### src/rtl/wcal_pkg.sv
package wcal_pkg;
  localparam logic [63:0] ALIGN_PATTERN = 64'hFF00_AA55_55AA_9966;

  typedef enum logic [2:0] {
    ST_IDLE, ST_DETECT, ST_SHIFT, ST_DONE, ST_FAIL
  } calState_t;

  typedef struct packed {
    logic clrLane;
    logic incLane;
    logic clrWait;
    logic incWait;
  } dpCtrl_t;
endpackage

### src/rtl/wcal_control.sv
module wcal_control
  import wcal_pkg::*;
#(
  parameter int LANE_W = 3
) (
  input  logic              clk,
  input  logic              rst_n,
  input  logic              start,
  input  logic              rdValid,
  input  logic              shiftAck,
  input  logic [2:0]        hitVec,
  input  logic              lastLane,
  input  logic              waitLast,
  input  logic [LANE_W-1:0] laneCnt,
  output dpCtrl_t           ctrl,
  output logic              patMatch,
  output logic              patMatchValid,
  output logic              early1,
  output logic              early2,
  output logic              done,
  output logic              err
);
  calState_t state, nextState;
  logic hitExact, hitEarly1, hitEarly2, inDetect, shiftTaken;

  assign inDetect   = (state == ST_DETECT);
  assign hitExact   = rdValid & hitVec[0];
  assign hitEarly1  = rdValid & ~hitVec[0] & hitVec[1];
  assign hitEarly2  = rdValid & ~hitVec[0] & ~hitVec[1] & hitVec[2];
  assign shiftTaken = (state == ST_SHIFT) & shiftAck;

  always_comb begin
    ctrl      = '0;
    nextState = state;
    if (start) begin
      ctrl.clrLane = 1'b1;
      ctrl.clrWait = 1'b1;
      nextState    = ST_DETECT;
    end else begin
      case (state)
        ST_DETECT: begin
          if (hitExact) begin
            if (lastLane) nextState = ST_DONE;
            else begin
              ctrl.incLane = 1'b1;
              ctrl.clrWait = 1'b1;
            end
          end else if (hitEarly1 || hitEarly2) begin
            nextState = ST_SHIFT;
          end else if (waitLast) begin
            nextState = ST_FAIL;
          end else begin
            ctrl.incWait = 1'b1;
          end
        end
        ST_SHIFT: begin
          if (shiftAck) begin
            ctrl.clrWait = 1'b1;
            nextState    = ST_DETECT;
          end
        end
        default: ;
      endcase
    end
  end

  always_ff @(posedge clk or negedge rst_n) begin
    if (!rst_n) begin
      state         <= ST_IDLE;
      patMatch      <= 1'b0;
      patMatchValid <= 1'b0;
      early1        <= 1'b0;
      early2        <= 1'b0;
    end else begin
      state         <= nextState;
      patMatchValid <= !start && inDetect && rdValid;
      patMatch      <= !start && inDetect && hitExact;
      if (start || shiftTaken) begin
        early1 <= 1'b0;
        early2 <= 1'b0;
      end else if (inDetect) begin
        if (hitEarly1) early1 <= 1'b1;
        if (hitEarly2) early2 <= 1'b1;
      end
    end
  end

  assign done = (state == ST_DONE);
  assign err  = (state == ST_FAIL);


  match_qual_chk: assert property (@(posedge clk) disable iff (!rst_n)
    patMatch |-> patMatchValid);


  flag_excl_chk: assert property (@(posedge clk) disable iff (!rst_n)
    $onehot0({early1, early2, done, err}));


  done_hold_chk: assert property (@(posedge clk) disable iff (!rst_n)
    (done && !start) |=> (done && $stable(laneCnt)));


  err_sticky_chk: assert property (@(posedge clk) disable iff (!rst_n)
    (err && !start) |=> (err && $stable(laneCnt)));


  shift_hold_chk: assert property (@(posedge clk) disable iff (!rst_n)
    ((early1 || early2) && !shiftAck && !start) |=> ((early1 || early2) && $stable(laneCnt)));
endmodule

### config.mk
export PLATFORM = sky130hd
export DESIGN_NAME = wcal_control
export DESIGN_NICKNAME = d
export VERILOG_FILES = /design/src/rtl/wcal_pkg.sv /design/src/rtl/wcal_control.sv
export SDC_FILE = /design/constraint.sdc
export NUM_CORES = 1
export LEC_CHECK = 0
export CAP_MARGIN = 15
export CELL_PAD_IN_SITES_DETAIL_PLACEMENT = 1
export CELL_PAD_IN_SITES_GLOBAL_PLACEMENT = 1
export CORE_AREA = 2 2 39 41
export CTS_CLUSTER_DIAMETER = 60
export DETAILED_ROUTE_END_ITERATION = 6
export DIE_AREA = 0 0 41 43
export DONT_BUFFER_PORTS = 1
export PLACE_DENSITY_LB_ADDON = 0.05
export SLEW_MARGIN = 20
export SYNTH_ARGS = -nofsm -noshare
export SYNTH_HDL_FRONTEND = slang
export SYNTH_SLANG_ARGS = --single-unit
### constraint.sdc
create_clock -name clk -period 1.43 [get_ports clk]
set_clock_uncertainty 0.2 [all_clocks]
set_input_delay 0.2145 -clock clk [delete_from_list [all_inputs] [get_ports clk]]
set_output_delay 0.2145 -clock clk [all_outputs]
set_load 0.05 [all_outputs]
==> impl_metrics.env, run 1 <==
export IMPL_status="complete, but fails checks"
export IMPL_violations="negative setup slack"
export IMPL_hp_start="shiftAck"
export IMPL_die_w_um=41
export IMPL_max_freq_ghz=0.514
export IMPL_path_cells="nor3b_4 > nand2b_1 > nor3_4 > buf_12"
export IMPL_first_pass_iters=2
export IMPL_clockRootBuffer="clkbuf_4"
export IMPL_yosysMostFrequentCell="dfrtp_1"
export IMPL_r2r_cells=6
export IMPL_dp_cells=73
export IMPL_numCtsBuffers=3
export IMPL_synth_area_per_cell_sq_um=9.41
export IMPL_end_kind="output pin"
export IMPL_final_min_clock_period_ns=1.95
export IMPL_synthDominantCellAreaShare_pct=44.3
export IMPL_final_cells=88
export IMPL_drive_gt1_share_pct=58.3
export IMPL_syn_area_sq_um=395
export IMPL_power_density_nw_per_um2=1050
export IMPL_min_to="state[1]$_DFFE_PN0P_"
export IMPL_grt_pass1_vias=557
export IMPL_ctsLongestPathBuffers=2
export IMPL_wl_per_cell_um=18.4
export IMPL_gp_congestion=0.780
export IMPL_drv_slew=0
export IMPL_yosysSeqAreaShare_pct=44.3
export IMPL_synth_common_cells="dfrtp_1 (7), nor3_1 (5), inv_1 (4)"
export IMPL_cts_tree="built"
export IMPL_cp_max_fo=4
export IMPL_row_count=14
export IMPL_synth_edf_count=0
export IMPL_fin_crit_sh_pct=136
export IMPL_synth_main_ff_cell="dfrtp_1"
export IMPL_viasPerCell=5.36
export IMPL_dieArea_sq_um=1760
export IMPL_ys_top_cells_by_area="dfrtp_1 (44%), nor3_1 (6.3%), inv_1 (3.8%)"
export IMPL_die_h_um=43
export IMPL_startpoint_type="register"
export IMPL_synth_cells=42
export IMPL_finalSetupViolations=10
export IMPL_fill_cells=132
export IMPL_io_pins=23
export IMPL_worst_setup_path_type="register to output pin"
export IMPL_syn2layout_area_growth_pct=110
export IMPL_leakagePower_nw=0.362
export IMPL_layout_nets=86
export IMPL_crit_start="state[2]$_DFFE_PN0P_"
export IMPL_path_buf_inv=1
export IMPL_route_detailed_drc=0
export IMPL_clkTransAtPathRegs_ns=0.06
export IMPL_antenna_found_initial=0
export IMPL_max_stage_delay_ns=0.45
export IMPL_drv_cap=0
export IMPL_start_util_pct=28.6
export IMPL_synthDistinctLibCells=22
export IMPL_drtIter0Drc=5
export IMPL_hold_path_class="input pin to register"
export IMPL_peakVddDrop_v=0.000496
export IMPL_yosysWarningCount=0
export IMPL_maxSlewHeadroom_pct=66.1
export IMPL_io_buffers=0
export IMPL_rsz0062_at_grt="true"
export IMPL_critical_path_arrival_ns=1.53
export IMPL_hold_viol_final=0
export IMPL_dp_hpwl_um=973
export IMPL_diodes=0
export IMPL_path_delay_family="simple AND/OR/NAND/NOR gates"
export IMPL_worst_pin_slew_ns=0.508
export IMPL_coreArea_sq_um=1380
export IMPL_grt_use_total_pct=23.8
export IMPL_r2r_start="state[2]$_DFFE_PN0P_"
export IMPL_synth_fp_nets=55
export IMPL_finalWorstSetupSlack_ns=-0.517
export IMPL_cts_htree_levels=1
export IMPL_grt_max_degree=8
export IMPL_grt_overflow_total=0
export IMPL_postSynthRegisterBits=7
export IMPL_min_path_cells=2
export IMPL_clk_latency_ns=0.27
export IMPL_slowest_stage="dfrtp_2"
export IMPL_num_vias=472
export IMPL_worstPathRequired_ns=1.02
export IMPL_wl_um=1620
export IMPL_ff2ff_setup_slack_ns=-0.17
export IMPL_grt_first_pass_wirelength_um=2710
export IMPL_fin_util_pct=60.0
export IMPL_ant_nets=0
export IMPL_r2r_end="state[1]$_DFFE_PN0P_"
export IMPL_clock_sinks=7
export IMPL_yosysTopAreaCell="dfrtp_1"
export IMPL_async_flop_share_pct=100
[kinds of logic after synthesis]
| logic type | share of synthesized area (%) |
|---|---|
| buf+inv | 5.70 |
| simple gates | 32.9 |
| compound gates | 17.1 |
| flops | 44.3 |
[sequential cells by signal, summed over array words and instances, names as in the netlist]
register	cells
early1	1
state	3
early2	1
patMatch	1
patMatchValid	1
[placed cells by master (no fill, tap or decap), types with 2 or more instances in the layout]
cell type / n
nor2_4: 2
buf_6: 9
dfrtp_2: 2
dlygate4sd3_1: 6
inv_1: 2
clkbuf_4: 3
nor3_1: 2
buf_4: 9
buf_12: 3
a31oi_1: 2
nand2b_1: 2
nand2_1: 2
nor3_4: 3
dfrtp_1: 5
[layout make-up]
type | count | area (sq um) | area share [%]
tap | 16 | 20.0 | 2.41
timing repair buffer | 27 | 289 | 34.8
inverter | 4 | 17.5 | 2.11
clock buffer | 4 | 26.3 | 3.16
multi-input combinational | 30 | 300 | 36.1
sequential | 7 | 178 | 21.4
[per-stage QoR]
step	hold slack [ns]	instance area (sq um)	power [mW]	setup TNS, ns	worst slack [ns]
floorplan	-0.281	438	0.413	-0.991	-0.285
global placement	-0.281	608	0.521	-0.661	-0.211
detailed placement	-0.281	608	0.531	-0.953	-0.249
CTS	0.0175	823	0.853	-2.27	-0.503
global route	0.0481	831	0.923	-3.28	-0.611
finish	0.0521	831	0.871	-2.72	-0.517
[where the power goes]
part | total [mW] | leakage [nW] | internal [mW] | switching [mW]
Sequential | 0.264 | 0.0891 | 0.220 | 0.0448
Combinational | 0.409 | 0.258 | 0.210 | 0.199
Clock | 0.198 | 0.0150 | 0.108 | 0.0905
[metal layers]
metal	vias up	global-route usage, %	part of all wire [%]
li1	214	-	-
met5	-	0	0
met1	230	28.0	38
met4	0	11.3	2.2
met2	22	36.6	54
met3	6	8.38	6.2
[timing repair]
| action | CTS | global route |
|---|---|---|
| pin swaps | 11 | 3 |
| hold buffers | 6 | 0 |
| setup buffers | 9 | 3 |
| hold endpoints to repair | 12 | 0 |
| resized for setup | 25 | 2 |
| endpoints found under the setup margin | 10 | 11 |
[worst max-delay path by stage]
stage,cells past startpoint,slack (ns),end
2_1_floorplan,3,-0.29,ctrl[1]
3_3_place_gp,4,-0.21,ctrl[1]
3_5_place_dp,5,-0.25,ctrl[0]
4_1_cts,5,-0.50,ctrl[0]
5_1_grt,4,-0.61,ctrl[2]
6_report,4,-0.52,ctrl[2]
Note: power is estimated with default switching activity, not from simulation.
==> inputs of run 2 (changes only) <==
--- a/config.mk
+++ b/config.mk
@@ -13,7 +13,7 @@
 export DETAILED_ROUTE_END_ITERATION = 6
 export DIE_AREA = 0 0 41 43
 export DONT_BUFFER_PORTS = 1
-export PLACE_DENSITY_LB_ADDON = 0.05
+export PLACE_DENSITY = 0.53
 export SLEW_MARGIN = 20
 export SYNTH_ARGS = -nofsm -noshare
 export SYNTH_HDL_FRONTEND = slang
==> constraint.sdc (replaced) <==
create_clock -name clk -period 2.2 [get_ports clk]
set_clock_uncertainty 0.2 [all_clocks]
set_input_delay 0.33 -clock clk [delete_from_list [all_inputs] [get_ports clk]]
set_output_delay 0.33 -clock clk [all_outputs]
set_load 0.05 [all_outputs]
==> run 2 against run 1 <==
The flow now finishes without violations. Highest routed layer unchanged. Non-clock buffer count decreased by 20. Register-to-register slack improved by 0.90 ns. Via count decreased by 21%. Global-route usage decreased by 8.9 points.
==> impl_metrics.env, run 2 (synthesis gave the netlist of run 1 again) <==
export IMPL_layout_commonest_cell="dfrtp_1"
export IMPL_io_buffers=0
export IMPL_leakagePower_nw=0.230
export IMPL_max_freq_ghz=0.464
export IMPL_end_kind="output pin"
export IMPL_die_h_um=43
export IMPL_fill_cells=164
export IMPL_largest_reg_flops=3
export IMPL_num_vias=374
export IMPL_r2r_start="state[2]$_DFFE_PN0P_"
export IMPL_startpoint_type="register"
export IMPL_hp_start="rdValid"
export IMPL_fin_setup_tns_ns=0
export IMPL_ctsLongestPathBuffers=2
export IMPL_syn2layout_area_growth_pct=30.4
export IMPL_row_count=14
export IMPL_status="finished clean"
export IMPL_cts_tree="built"
export IMPL_grt_first_pass_wirelength_um=1760
export IMPL_antenna_found_initial=0
export IMPL_worst_setup_path_type="register to output pin"
export IMPL_worstPathRequired_ns=1.67
export IMPL_io_pins=23
export IMPL_grt_max_degree=8
export IMPL_largest_register="state"
export IMPL_first_pass_iters=4
export IMPL_fin_util_pct=37.3
export IMPL_power_density_nw_per_um2=786
export IMPL_post_cts_buffers=0
export IMPL_finalSetupViolations=0
export IMPL_clockRootBuffer="clkbuf_4"
export IMPL_start_util_pct=28.6
export IMPL_fin_crit_sh_pct=98.0
export IMPL_final_min_clock_period_ns=2.16
export IMPL_power_mw=0.405
export IMPL_numCtsBuffers=3
export IMPL_critical_path_arrival_ns=1.63
export IMPL_gp_congestion=0.747
export IMPL_layout_nets=66
export IMPL_final_cell_mix="dfrtp_1 (7), inv_1 (4), buf_4 (4), nor3_2 (3), clkbuf_4 (3)"
export IMPL_drv_cap=0
export IMPL_grt_use_total_pct=14.9
export IMPL_clk_latency_ns=0.25
export IMPL_wl_um=1100
export IMPL_cp_max_fo=6
export IMPL_maxSlewHeadroom_pct=67.9
export IMPL_hold_path_class="input pin to register"
export IMPL_drv_slew=0
export IMPL_dp_hpwl_um=885
export IMPL_wl_per_cell_um=16.1
export IMPL_drive_gt1_share_pct=30.8
export IMPL_clkTransAtPathRegs_ns=0.05
export IMPL_hold_viol_final=0
export IMPL_drtIter0Drc=1
export IMPL_route_detailed_drc=0
export IMPL_diodes=0
export IMPL_worst_pin_slew_ns=0.481
export IMPL_die_w_um=41
export IMPL_crit_start="state[1]$_DFFE_PN0P_"
export IMPL_viasPerCell=5.50
export IMPL_peakVddDrop_v=0.000154
export IMPL_dieArea_sq_um=1760
export IMPL_ant_nets=0
export IMPL_clock_sinks=7
export IMPL_rsz0062_at_grt="true"
export IMPL_grt_overflow_total=0
export IMPL_grt_pass1_vias=394
export IMPL_cts_htree_levels=1
export IMPL_coreArea_sq_um=1380
[run 2: cell types whose count changed in the layout (fill, tap and decap cells not counted), moves of 3 or more]
cell	before	now
buf_6	9	1
buf_4	9	4
dlygate4sd3_1	6	2
buf_12	3	0
nor3_2	0	3
nor3_4	3	0
[run 2: layout make-up]
class / count / area (sq um) / share of cell area [%]
clock buffer: 4 / 26.3 / 5.10
inverter: 4 / 15.0 / 2.91
multi-input combinational: 30 / 218 / 42.2
sequential: 7 / 175 / 34.0
tap: 16 / 20.0 / 3.88
timing repair buffer: 7 / 61.3 / 11.9
[run 2: metal layers]
metal	routed length (um)	part of all wire, %	track usage [%]
met3	81	7.4	3.14
met1	439	40	17.4
met4	24	2.2	8.00
met5	0	0	0
met2	550	50	23.8
[run 2: where the power goes]
group	switching (mW)	internal, mW
sequential	0.0357	0.142
clock	0.0463	0.0691
combinational	0.0706	0.0418
[run 2: worst paths after layout]
check	end	slack, ns	depth (start not counted)
worst min register to register	state[0]$_DFFE_PN0P_	0.48	2
worst max-delay path	ctrl[1]	0.04	4
worst min-delay path	patMatchValid$_DFF_PN0_	0.04	1
max in group asynchronous	early2$_DFFE_PN0P_	1.36	1
worst max register to register	state[1]$_DFFE_PN0P_	0.73	3
min in group asynchronous	patMatchValid$_DFF_PN0_	0.21	1
[run 2: metrics by stage]
stage | worst slack [ns] | cells | area, sq um | hold WS (ns)
final | 0.0438 | 68 | 515 | 0.0378
after global routing | -0.0234 | 68 | 515 | 0.0263
after CTS | 0.0526 | 68 | 512 | 0.0321
after detailed placement | 0.342 | 62 | 465 | -0.165
after global placement | 0.402 | 62 | 465 | -0.165
after floorplan | 0.0866 | 42 | 405 | -0.166
[run 2: what timing repair did]
| item | in CTS | in global routing |
|---|---|---|
| hold buffers | 2 | 0 |
| setup endpoints to repair | 0 | 2 |
| resized for setup | 0 | 1 |
| endpoints found under the hold margin | 9 | 0 |
[run 2: worst max-delay path, cell delays in order (launching register included)]
cell	delay, ns
dfrtp_1	0.46
nor3b_2	0.31
inv_1	0.10
o31ai_2	0.30
buf_6	0.21
==> inputs of run 3 (changes only) <==
--- a/config.mk
+++ b/config.mk
@@ -5,15 +5,14 @@
 export SDC_FILE = /design/constraint.sdc
 export NUM_CORES = 1
 export LEC_CHECK = 0
+export BUFFER_PORTS_ARGS = -buffer_cell sky130_fd_sc_hd__buf_4
 export CAP_MARGIN = 15
 export CELL_PAD_IN_SITES_DETAIL_PLACEMENT = 1
 export CELL_PAD_IN_SITES_GLOBAL_PLACEMENT = 1
-export CORE_AREA = 2 2 39 41
+export CORE_UTILIZATION = 28
 export CTS_CLUSTER_DIAMETER = 60
 export DETAILED_ROUTE_END_ITERATION = 6
-export DIE_AREA = 0 0 41 43
-export DONT_BUFFER_PORTS = 1
-export PLACE_DENSITY = 0.53
+export PLACE_DENSITY = 0.83
 export SLEW_MARGIN = 20
 export SYNTH_ARGS = -nofsm -noshare
 export SYNTH_HDL_FRONTEND = slang
==> run 3 against run 2 <==
Clock power about the same. Design area increased by 18%. First-iteration DRC count unchanged.
==> impl_metrics.env, run 3 (synthesis gave the netlist of run 1 again) <==
export IMPL_syn2layout_area_growth_pct=54.1
export IMPL_first_pass_iters=4
export IMPL_end_kind="output pin"
export IMPL_drtIter0Drc=1
export IMPL_clkTransAtPathRegs_ns=0.05
export IMPL_status="finished clean"
export IMPL_layout_nets=80
export IMPL_ant_nets=0
export IMPL_pwr_share_comb_pct=36.9
export IMPL_diodes=0
export IMPL_antenna_found_initial=0
export IMPL_numCtsBuffers=3
export IMPL_worst_setup_path_type="register to output pin"
export IMPL_p_clk_share_pct=26.0
export IMPL_startpoint_type="register"
export IMPL_intPower_mw=0.275
export IMPL_path_delay_family="flip-flops"
export IMPL_clock_sinks=7
export IMPL_slowest_stage="dfrtp_1"
export IMPL_grt_overflow_total=0
export IMPL_p_seq_share_pct=37.1
export IMPL_holdWs_ns=0.148
export IMPL_peakVddDrop_v=0.000274
export IMPL_worstPathRequired_ns=1.67
export IMPL_largest_reg_flops=3
export IMPL_finalSetupViolations=0
export IMPL_hold_path_class="input pin to register"
export IMPL_critical_path_arrival_ns=1.53
export IMPL_row_count=13
export IMPL_final_cells=81
export IMPL_post_cts_buffers=0
export IMPL_worst_pin_slew_ns=0.435
export IMPL_grt_use_total_pct=14.9
export IMPL_rsz0062_at_grt="false"
export IMPL_ctsLongestPathBuffers=2
export IMPL_drive_gt1_share_pct=43.9
export IMPL_power_density_nw_per_um2=713
export IMPL_leakagePower_nw=0.298
export IMPL_fin_setup_tns_ns=0
export IMPL_coreArea_sq_um=1300
export IMPL_viasPerCell=5.04
export IMPL_grt_max_degree=9
export IMPL_layout_commonest_cell="buf_4"
export IMPL_path_buf_inv=2
export IMPL_drv_slew=0
export IMPL_path_cells="nor3b_4 > inv_1 > o31ai_2 > buf_4"
export IMPL_wl_um=1050
export IMPL_clk_latency_ns=0.24
export IMPL_dieArea_sq_um=1570
export IMPL_drv_cap=0
export IMPL_io_buffers=19
export IMPL_final_cell_mix="buf_4 (20), dfrtp_1 (7), inv_1 (4), nor3_1 (4), clkbuf_4 (3)"
export IMPL_grt_first_pass_wirelength_um=1510
export IMPL_final_min_clock_period_ns=2.06
export IMPL_start_util_pct=30.4
export IMPL_die_h_um=39.6
export IMPL_clockRootBuffer="clkbuf_4"
export IMPL_die_w_um=39.6
export IMPL_max_stage_delay_ns=0.47
export IMPL_power_switching_mw=0.159
export IMPL_largest_register="state"
export IMPL_grt_pass1_vias=380
export IMPL_wl_per_cell_um=12.9
export IMPL_cts_htree_levels=1
export IMPL_io_pins=23
export IMPL_num_vias=408
export IMPL_cts_tree="built"
export IMPL_dp_cells=76
export IMPL_switching_share_pct=36.7
export IMPL_fin_crit_sh_pct=93.8
export IMPL_dp_hpwl_um=844
export IMPL_gp_congestion=0.813
export IMPL_route_detailed_drc=0
export IMPL_max_freq_ghz=0.485
export IMPL_maxSlewHeadroom_pct=70.8
export IMPL_hold_viol_final=0
export IMPL_cp_max_fo=6
## run 3: worst reg2reg max path: cells and delay by family (launching register included)
kind / cells / cell delay [ns]
AND/OR/NAND/NOR: 1 / 0.36
AO/OA/AOI/OAI: 2 / 0.20
flip-flops: 1 / 0.47
buffers and inverters: 1 / 0.18
## run 3: stage by stage
stage | power [mW] | utilization, % | area, sq um | setup slack [ns]
floorplan | 0.257 | - | 405 | 0.0866
global placement | 0.312 | 43.6 | 567 | 0.395
detailed placement | 0.315 | 43.6 | 567 | 0.386
CTS | 0.430 | 46.3 | 603 | 0.112
global route | 0.460 | 46.8 | 609 | 0.0371
finish | 0.434 | 46.8 | 609 | 0.136
## run 3: routing by layer
metal	track usage [%]	wire [um]
met1	17.4	436
met3	1.70	53
met5	0	0
met4	7.76	0
met2	26.2	554
## run 3: final cells by class
| cell class | instances | area (sq um) |
|---|---|---|
| tap | 15 | 18.8 |
| multi-input combinational | 30 | 214 |
| clock buffer | 4 | 26.3 |
| inverter | 4 | 15.0 |
| timing repair buffer | 21 | 160 |
| fill | 164 | 692 |
| sequential | 7 | 175 |
## run 3: final timing paths
path                                 startpoint                 endpoint  slack (ns)  depth (start not counted)
hold / removal                          rdValid  patMatchValid$_DFF_PN0_        0.15                          2
min in group asynchronous                 rst_n     state[2]$_DFFE_PN0P_        0.23                          2
hold reg to reg              early2$_DFFE_PN0P_       early2$_DFFE_PN0P_        0.32                          1
max in group asynchronous                 rst_n  patMatchValid$_DFF_PN0_        1.45                          2
setup reg to reg           state[2]$_DFFE_PN0P_     state[1]$_DFFE_PN0P_        0.68                          4
setup / recovery           state[2]$_DFFE_PN0P_                  ctrl[1]        0.14                          4
## run 3: power by group through the flow
stage	logic, mW	clock network, mW	registers (mW)
after floorplan	0.0845	0	0.173
after global placement	0.153	0	0.160
after detailed placement	0.154	0	0.161
after CTS	0.156	0.115	0.159
after global routing	0.172	0.125	0.163
final	0.160	0.113	0.161
## run 3: repair_timing
item / CTS / global route
gates resized for setup: 0 / 1
hold endpoints to repair: 7 / 0
setup endpoints to repair: 0 / 1
hold buffers: 1 / 0
